<file path="config.mk">
export PLATFORM = sky130hd
export DESIGN_NAME = alu8_seq
export DESIGN_NICKNAME = d
export VERILOG_FILES = /design/src/rtl/alu8_pkg.sv /design/src/rtl/alu8_op_dec.sv /design/src/rtl/alu8_nib.sv /design/src/rtl/alu8_seq.sv
export SDC_FILE = /design/constraint.sdc
export NUM_CORES = 1
export LEC_CHECK = 0
export BUFFER_PORTS_ARGS = -buffer_cell sky130_fd_sc_hd__buf_2
export CORE_ASPECT_RATIO = 1.1
export CORE_MARGIN = 2
export CORE_UTILIZATION = 50
export DETAILED_ROUTE_END_ITERATION = 8
export PLACE_DENSITY = 0.8
export SYNTH_ARGS = -nofsm -noshare
export SYNTH_HDL_FRONTEND = slang
export SYNTH_SLANG_ARGS = --single-unit
</file>
<file path="constraint.sdc">
create_clock -name clk_i -period 3.6 [get_ports clk_i]
set_clock_uncertainty 0.1 [all_clocks]
set_input_delay 0.36 -clock clk_i [delete_from_list [all_inputs] [get_ports clk_i]]
set_output_delay 0.36 -clock clk_i [all_outputs]
set_load 0.03 [all_outputs]
</file>
<file path="src/rtl/alu8_pkg.sv">
package alu8_pkg;
  typedef enum logic [2:0] {
    OP_ADD = 3'd0,
    OP_ADC = 3'd1,
    OP_SUB = 3'd2,
    OP_SBB = 3'd3,
    OP_NEG = 3'd4
  } op_e;

  typedef enum logic {
    ST_IDLE = 1'b0,
    ST_HI   = 1'b1
  } st_e;
endpackage

</file>
<file path="src/rtl/alu8_op_dec.sv">
module alu8_op_dec
  import alu8_pkg::*;
#(
  parameter bit BORROW_INV = 1'b0
) (
  input  logic [2:0] op_i,
  input  logic       c_flag_i,
  output logic       neg_sel_o,  // first operand forced to zero, second = a
  output logic       inv_b_o,
  output logic       cin_o,
  output logic       flip_c_o    // store inverted carry
);
  always_comb begin
    neg_sel_o = 1'b0;
    inv_b_o   = 1'b0;
    cin_o     = 1'b0;
    case (op_i)
      OP_ADC: cin_o = c_flag_i;
      OP_SUB: begin inv_b_o = 1'b1; cin_o = 1'b1; end
      OP_SBB: begin inv_b_o = 1'b1; cin_o = BORROW_INV ? ~c_flag_i : c_flag_i; end
      OP_NEG: begin neg_sel_o = 1'b1; inv_b_o = 1'b1; cin_o = 1'b1; end
      default: ;
    endcase
    flip_c_o = BORROW_INV & inv_b_o;
  end
endmodule

</file>
<file path="src/rtl/alu8_nib.sv">
module alu8_nib #(
  parameter int W = 4
) (
  input  logic [W-1:0] a_i,
  input  logic [W-1:0] b_i,
  input  logic         inv_b_i,
  input  logic         cin_i,
  output logic [W-1:0] sum_o,
  output logic         cout_o,
  output logic         ovf_o,
  output logic         zero_o
);
  logic [W-1:0] bb;
  logic [W-1:0] low;
  logic         c_msb;
  logic         top;

  always_comb begin
    bb = inv_b_i ? ~b_i : b_i;
    {c_msb, low[W-2:0]} = {1'b0, a_i[W-2:0]} + {1'b0, bb[W-2:0]} + {{(W-1){1'b0}}, cin_i};
    {cout_o, top} = {1'b0, a_i[W-1]} + {1'b0, bb[W-1]} + {1'b0, c_msb};
    low[W-1] = top;
    sum_o    = low;
    ovf_o    = c_msb ^ cout_o;
    zero_o   = (low == '0);
  end
endmodule

</file>
<file path="src/rtl/alu8_seq.sv">
module alu8_seq
  import alu8_pkg::*;
#(
  parameter int NIB_W      = 4,
  parameter bit BORROW_INV = 1'b0,
  localparam int DATA_W    = 2 * NIB_W
) (
  input  logic              clk_i,
  input  logic              rst_ni,
  input  logic              start_i,
  input  logic [2:0]        op_i,
  input  logic [DATA_W-1:0] a_i,
  input  logic [DATA_W-1:0] b_i,
  output logic [DATA_W-1:0] result_o,
  output logic              c_o,
  output logic              v_o,
  output logic              n_o,
  output logic              z_o,
  output logic              done_o
);
  st_e              st_q;
  logic             neg_sel, inv_b, cin, flip_c;
  logic [NIB_W-1:0] xa_lo, xb_lo, sum_lo, sum_hi;
  logic             cout_lo, ovf_lo, zero_lo, cout_hi, ovf_hi, zero_hi;
  logic [NIB_W-1:0] a_hi_q, b_hi_q, sum_lo_q;
  logic             inv_q, flip_q, c_lo_q, zero_lo_q;
  logic [2:0]       op_q;
  logic             accept;

  assign accept = start_i && (st_q == ST_IDLE);

  alu8_op_dec #(.BORROW_INV(BORROW_INV)) u_dec (
    .op_i     (op_i),
    .c_flag_i (c_o),
    .neg_sel_o(neg_sel),
    .inv_b_o  (inv_b),
    .cin_o    (cin),
    .flip_c_o (flip_c)
  );

  assign xa_lo = neg_sel ? '0 : a_i[NIB_W-1:0];
  assign xb_lo = neg_sel ? a_i[NIB_W-1:0] : b_i[NIB_W-1:0];

  alu8_nib #(.W(NIB_W)) u_lo (
    .a_i(xa_lo), .b_i(xb_lo), .inv_b_i(inv_b), .cin_i(cin),
    .sum_o(sum_lo), .cout_o(cout_lo), .ovf_o(ovf_lo), .zero_o(zero_lo)
  );

  // high pass sees latched operands and the raw low carry
  alu8_nib #(.W(NIB_W)) u_hi (
    .a_i(a_hi_q), .b_i(b_hi_q), .inv_b_i(inv_q), .cin_i(c_lo_q),
    .sum_o(sum_hi), .cout_o(cout_hi), .ovf_o(ovf_hi), .zero_o(zero_hi)
  );

  always_ff @(posedge clk_i or negedge rst_ni) begin
    if (!rst_ni) begin
      st_q      <= ST_IDLE;
      a_hi_q    <= '0;
      b_hi_q    <= '0;
      sum_lo_q  <= '0;
      inv_q     <= 1'b0;
      flip_q    <= 1'b0;
      c_lo_q    <= 1'b0;
      zero_lo_q <= 1'b0;
      op_q      <= '0;
      result_o  <= '0;
      c_o       <= 1'b0;
      v_o       <= 1'b0;
      n_o       <= 1'b0;
      z_o       <= 1'b0;
      done_o    <= 1'b0;
    end else begin
      done_o <= 1'b0;
      if (accept) begin
        st_q      <= ST_HI;
        a_hi_q    <= neg_sel ? '0 : a_i[DATA_W-1:NIB_W];
        b_hi_q    <= neg_sel ? a_i[DATA_W-1:NIB_W] : b_i[DATA_W-1:NIB_W];
        sum_lo_q  <= sum_lo;
        inv_q     <= inv_b;
        flip_q    <= flip_c;
        c_lo_q    <= cout_lo;
        zero_lo_q <= zero_lo;
        op_q      <= op_i;
      end else if (st_q == ST_HI) begin
        st_q     <= ST_IDLE;
        result_o <= {sum_hi, sum_lo_q};
        c_o      <= cout_hi ^ flip_q;
        v_o      <= ovf_hi;
        n_o      <= sum_hi[NIB_W-1];
        z_o      <= zero_hi & zero_lo_q;
        done_o   <= 1'b1;
      end
    end
  end


  done_timing_chk: assert property (@(posedge clk_i) disable iff (!rst_ni)
    accept |=> ##1 done_o);

  done_pulse_chk: assert property (@(posedge clk_i) disable iff (!rst_ni)
    done_o |=> !done_o);

  add_overflow_chk: assert property (@(posedge clk_i) disable iff (!rst_ni)
    (done_o && op_q == OP_ADD) |->
      (v_o == ((a_hi_q[NIB_W-1] == b_hi_q[NIB_W-1]) &&
               (result_o[DATA_W-1] != a_hi_q[NIB_W-1]))));

  zero_flag_chk: assert property (@(posedge clk_i) disable iff (!rst_ni)
    done_o |-> (z_o == (result_o == '0)));

  result_hold_chk: assert property (@(posedge clk_i) disable iff (!rst_ni)
    !done_o |-> ($stable(result_o) && $stable(c_o) && $stable(v_o)));
  // lint guard on unused low-pass overflow
  lo_ovf_known_chk: assert property (@(posedge clk_i) disable iff (!rst_ni)
    !$isunknown(ovf_lo));
endmodule

</file>
# --- Word level (Yosys, flattened, before mapping) ---
# Index checks and enable logic that the tools add are counted.
classes:
  n_eq_ne: 4
  muxes: 12
  bitwise: 6
  addsub: 8
  n_reduce_logical: 7
op_table:
  columns: ["operator", "n"]
  rows:
  - ["$mux W4", 6]
  - ["$add A3 B3 Y4", 2]
  - ["$add A4 B1 Y4", 2]
  - ["$logic_not A4 Y1", 2]
  - ["$not A4 Y4", 2]
  - ["$eq A3 B2 Y1 const B", 2]
  - ["$mux W1", 5]
  - ["$add A1 B1 Y2", 2]
  - ["$add A2 B1 Y2", 2]
  - ["$reduce_or A2 Y1", 2]
  - ["$eq A3 B1 Y1 const B", 1]
  - ["$eq A3 B3 Y1 const B", 1]
  - ["$reduce_or A3 Y1", 1]
  - ["$not A1 Y1", 2]
  - ["$pmux W1 S2", 1]
  - ["$reduce_and A2 Y1", 1]
  - ["$and A1 B1 Y1", 1]
  - ["$logic_and A1 B1 Y1", 1]
  - ["$xor A1 B1 Y1", 1]
word_totals:
  inputBits: 22
  regBits: 29
  out_inout_bits: 13

# --- Longest topological paths before layout ---
logic_depth:
  depth_word: 9
  ltp_mapped: 10

# --- Modules after synthesis ---
# From an unflattened synthesis, not the netlist that was laid out.
unflattened:
  cells_unflattened: 122
  hier_area_um2: 1647.8
by_module_without_submodules:
  columns: ["mod", "n_inst", "seq_area_each_um2", "area_per_inst_um2", "cells_per_inst"]
  rows:
  - ["alu8_seq", 1, 725.7, 1267.5, 84]
  - ["alu8_nib (u_lo)", 1, 0.0, 166.4, 15]
  - ["alu8_nib (u_hi)", 1, 0.0, 157.7, 15]
  - ["alu8_op_dec", 1, 0.0, 56.3, 8]

# --- Least setup slack after synthesis ---
# Ideal clock, no wire load.
synth_timing:
  path_type: "in2reg"
  start: "in op_i[1]"
  end: "reg zero_lo_q"
  cell_stages: 10
  setup_slack_ns: 0.984
  t_arrival_ns: 2.390
  setup_ns: 0.126
  n_path_buf: 1
  t_required_ns: 3.374
  cell_sequence: "or2_2 -> buf_2 -> a21oi_1 -> o21ai_0 -> fa_1 -> a21o_1 -> a21oi_1 -> fa_1 -> nand3_1 -> o21ai_0"
synth_via:
  elab_chain_cells: 9
  word_cells_on_any_way: 19
  classes_between: "4 x add/sub; 4 x eq/ne; 6 x mux; 1 x bitwise; 4 x reduce/logical"
synth_lines:
  columns: ["item", "line_no", "text"]
  rows:
  - ["start: declaration", "alu8_seq.sv:11", "input logic [2:0] op_i,"]
  - ["$eq A3 B3 Y1", "alu8_op_dec.sv:17", "case (op_i)"]
  - ["$mux W1", "alu8_op_dec.sv:17", null]
  - ["$mux W4", "alu8_seq.sv:42", "assign xb_lo = neg_sel ? a_i[NIB_W-1:0] : b_i[NIB_W-1:0];"]
  - ["$not A4 Y4", "alu8_nib.sv:19", "bb = inv_b_i ? ~b_i : b_i;"]
  - ["$mux W4", "alu8_nib.sv:19", null]
  - ["$add A3 B3 Y4", "alu8_nib.sv:20", "{c_msb, low[W-2:0]} = {1'b0, a_i[W-2:0]} + {1'b0, bb[W-2:0]} + {{(W-1){1'b0}}, cin_i};"]
  - ["$add A4 B1 Y4", "alu8_nib.sv:20", null]
  - ["$add A2 B1 Y2", "alu8_nib.sv:21", "{cout_o, top} = {1'b0, a_i[W-1]} + {1'b0, bb[W-1]} + {1'b0, c_msb};"]
  - ["$logic_not A4 Y1 (*)", "alu8_nib.sv:25", "zero_o = (low == '0);"]
  - ["end signal: assignment", "alu8_seq.sv:82", "zero_lo_q <= zero_lo;"]
  - ["end: declaration", "alu8_seq.sv:26", "logic inv_q, flip_q, c_lo_q, zero_lo_q;"]
# Mark *: on every way between the ends. The rest lies on a longest branch, timed or not.
# A chain may end at the register's enable or synchronous reset.

# --- Final worst setup path ---
layout_timing:
  start: "reg inv_q"
  end: "reg z_o"
layout_via:
  elab_chain_cells: 6
  word_cells_on_any_way: 7
  classes_between: "4 x add/sub; 1 x mux; 1 x bitwise; 1 x reduce/logical"
layout_lines:
  columns: ["item", "line_no", "text"]
  rows:
  - ["start: declaration", "alu8_seq.sv:26", null]
  - ["start signal: assignment", "alu8_seq.sv:79", "inv_q <= inv_b;"]
  - ["$mux W4 (*)", "alu8_nib.sv:19", null]
  - ["$add A3 B3 Y4", "alu8_nib.sv:20", null]
  - ["$add A4 B1 Y4", "alu8_nib.sv:20", null]
  - ["$add A2 B1 Y2", "alu8_nib.sv:21", null]
  - ["$logic_not A4 Y1 (*)", "alu8_nib.sv:25", null]
  - ["$and A1 B1 Y1 (*)", "alu8_seq.sv:90", "z_o <= zero_hi & zero_lo_q;"]
  - ["end signal: assignment", "alu8_seq.sv:90", null]
  - ["end: declaration", "alu8_seq.sv:18", "output logic z_o,"]
# Marked as above.

==> run metrics <==
status finished, final reports clean; Yosys top cell area share between 40% and 50%; Worst Hold Class in -> reg; Synth Cell Area between 0.0015 and 0.002 mm2; Peak Freq about 360 MHz; Synth Area in XOR/XNOR about 5.4%; Seq pwr share between 40% and 50%; Leak between 0.8 and 0.9 nW; register area share after synthesis between 40% and 50%; Antenna Cells 0; Total GRT Usage 18.9%; Num CTS Buffers 3; max-slew violation count 0; die height 63.5 um; Post-synth top cells dfrtp_1 (28), nand2_1 (25), o21ai_0 (16), a21oi_1 (9), inv_1 (8); num ports 35; syn nets 191; most numerous cell in the Yosys netlist dfrtp_1; largest net degree at the start of global routing 29; Clock Root Buffer clkbuf_4; Die W 58.1 um; Rows 21; Yosys cell types 34; Initial Util a little over half; NetSw 0.414 mW; Setup Fix Bufs, Post-CTS 0; Buf+Inv Stages, Crit Path 0; Gate power share 40.2%; drt via density around 5.5; slowest CP cell dfrtp_1; final setup fails 0; FF+latch count, synth 28; crit-path max FO 5; Hold Crit Start a_i[6]; compound-gate portion of the synthesized area approximately an eighth; Req. time, crit path between 3000 and 4000 ps; Syn Inst Count ~160; Post-layout nets 222; CP Launch Type flip-flop; max_cap viols 0; number of global-route vias before repair ~1,200; CTS Buffer Depth 2; CP Capture Type flip-flop; Place WS approximately 700 ps; number of DRC markers in iteration 0 25; slew margin rel. about 57%; simple-gate portion of the synthesized area between 10% and 20%; Top FF cell, synth dfrtp_1; total gr overflow 0; die footprint ~0.0037 mm2; reg-to-reg startpoint inv_q; period utilization ~77%; worst-path cell chain xor2_1 -> ha_1 -> nor2b_1 -> or2_2 -> a21oi_1 -> fa_1 -> and4b_1 -> nand3_1 -> o21ai_0; area grow syn2layout 13.5%; Pwr Density ~590 mW/mm2; adder-cell share of the synthesized area 10.6%; Final HPWL DP ~2400 um; setup ws final about 800 ps; Net Sw Frac 38.1%; Pint roughly 0.67 mW; asr flop ratio synth 100%; Arr. time, crit path roughly 2900 ps; Vias roughly 1,200; mux cell area share after synthesis ~7.2%; antenna violations before repair 0; cell family with most CP delay adder cells; largest family of logic cells by synthesized area simple AND/OR/NAND/NOR gates; synth top area cells dfrtp_1 (44%), fa_1 (7.5%), nand2_1 (5.8%); # fillers 269; Clock Power Share a little under a fifth; Yosys top cell by area dfrtp_1; Syn. warnings 0; core area 0.00305 mm2; drt first pass iters 4; CP peak stage delay ~520 ps; antenna viol nets, final 0; CP startpoint inv_q; CTS Sinks 28; CTS tree done; Setup TNS Final 0 ps; Multi-input gate area 810 um2; Residual DRC 0; number of buffers added on ports 34; placer congestion estimate 0.854; Worst-path clk slew approximately 150 ps; first-pass GRT wire length ~5400 um; syn avg cell area roughly 10 um2; Routed wire per std cell ~14 um; Post-synth EDFFs 0; Final min period 2780 ps; final-report hold violation count 0; layout cells sized above 1 between 20 and 30%; insertion delay to the later sink of the worst-skew pair between 300 and 400 ps; Resized cells post-CTS 0; RSZ-0062 raised after global routing false; Worst Max-Slew Pin Slew about 640 ps; # H-tree levels 1; worst setup path class reg -> reg; Max IR drop VDD between 400 and 500 uV; register area between 700 and 800 um2; DRT Wirelength ~3000 um
## routing by layer
metal	up-vias	routed length, um	global-route usage (%)
li1	594	-	-
met1	587	1320	23.1
met2	36	1520	32.7
met3	7	130	2.67
met4	0	74	8.43
met5	-	0	0
## power by group through the flow
| stage | Clock, mW | Combinational, mW | Sequential (mW) |
|---|---|---|---|
| global route | 0.225 | 0.477 | 0.454 |
| finish | 0.208 | 0.438 | 0.442 |
| floorplan | 0 | 0.233 | 0.536 |
| CTS | 0.211 | 0.442 | 0.444 |
| global placement | 0 | 0.426 | 0.444 |
| detailed placement | 0 | 0.441 | 0.451 |
## logic make-up after synthesis
| kind of cell | Yosys count |
|---|---|
| compound gates | 35 |
| xor+xnor | 10 |
| fa+ha+maj | 10 |
| buf+inv | 19 |
| flops | 28 |
| mux | 11 |
| simple gates | 46 |
## per-stage QoR
stage | hold slack, ps | area [um2] | utilization, % | cells | power [mW]
2_1_floorplan | -35.6 | 1610 | - | 159 | 0.769
3_3_place_gp | 295 | 1770 | 57.9 | 218 | 0.870
3_5_place_dp | 309 | 1770 | 57.9 | 218 | 0.892
4_1_cts | 159 | 1830 | 60.0 | 223 | 1.10
5_1_grt | 170 | 1830 | 60.0 | 223 | 1.16
6_report | 164 | 1830 | 60.0 | 223 | 1.09
## what timing repair did
item | in CTS | in global routing
endpoints found under the setup margin | 0 | 0
endpoints found under the hold margin | 28 | 0
hold buffers | 1 | 0
## state kept, by name, indices dropped and copies added (netlist names)
signal and cells:
b_hi_q 4, done_o 1, a_hi_q 4, st_q 1
sum_lo_q 4, result_o 8, c_lo_q 1, v_o 1
zero_lo_q 1, inv_q 1, z_o 1, c_o 1
## worst reg2reg max path, stage by stage, from the launching register on
cell and delay [ps]:
dfrtp_1 520, xor2_1 290, ha_1 290, nor2b_1 140, or2_2 280, a21oi_1 200, fa_1 470, and4b_1 220
nand3_1 70, o21ai_0 90
## final cells by class
cell class                      instances  share of cell area, %
Timing Repair Buffer                   36                   10.3
Multi-Input combinational cell        112                   44.3
Sequential cell                        28                   38.3
Clock inverter                          1                   1.64
Inverter                                9                   1.92
Clock buffer                            3                   1.23
Tap cell                               34                   2.33
## cells in the final DEF, fill, tap and decap left out, types with 2 or more instances in the layout
master    count
or2_2         2
xor2_1        6
xnor2_1       4
nor2_1        4
mux2i_1       6
clkbuf_4      3
nor3_1        3
buf_2        34
nand2_1      25
mux2_2        5
fa_1          6
o21ai_0      16
nor2b_1       3
a21oi_1       9
inv_1         8
nand3_1       2
o22ai_1       2
dfrtp_1      28
and2b_2       3
o211ai_1      2
o21ai_1       2
ha_1          4
## path summary, 6_finish.rpt
check,to,slack (ps),cells past startpoint
worst min register to register,sum_lo_q[1],400,2
worst max register to register,z_o,820,9
min in group asynchronous,z_o,450,2
worst max-delay path,z_o,820,9
max in group asynchronous,a_hi_q[3],2560,2
worst min-delay path,a_hi_q[2],160,3
Note: power is estimated with default switching activity, not from simulation.
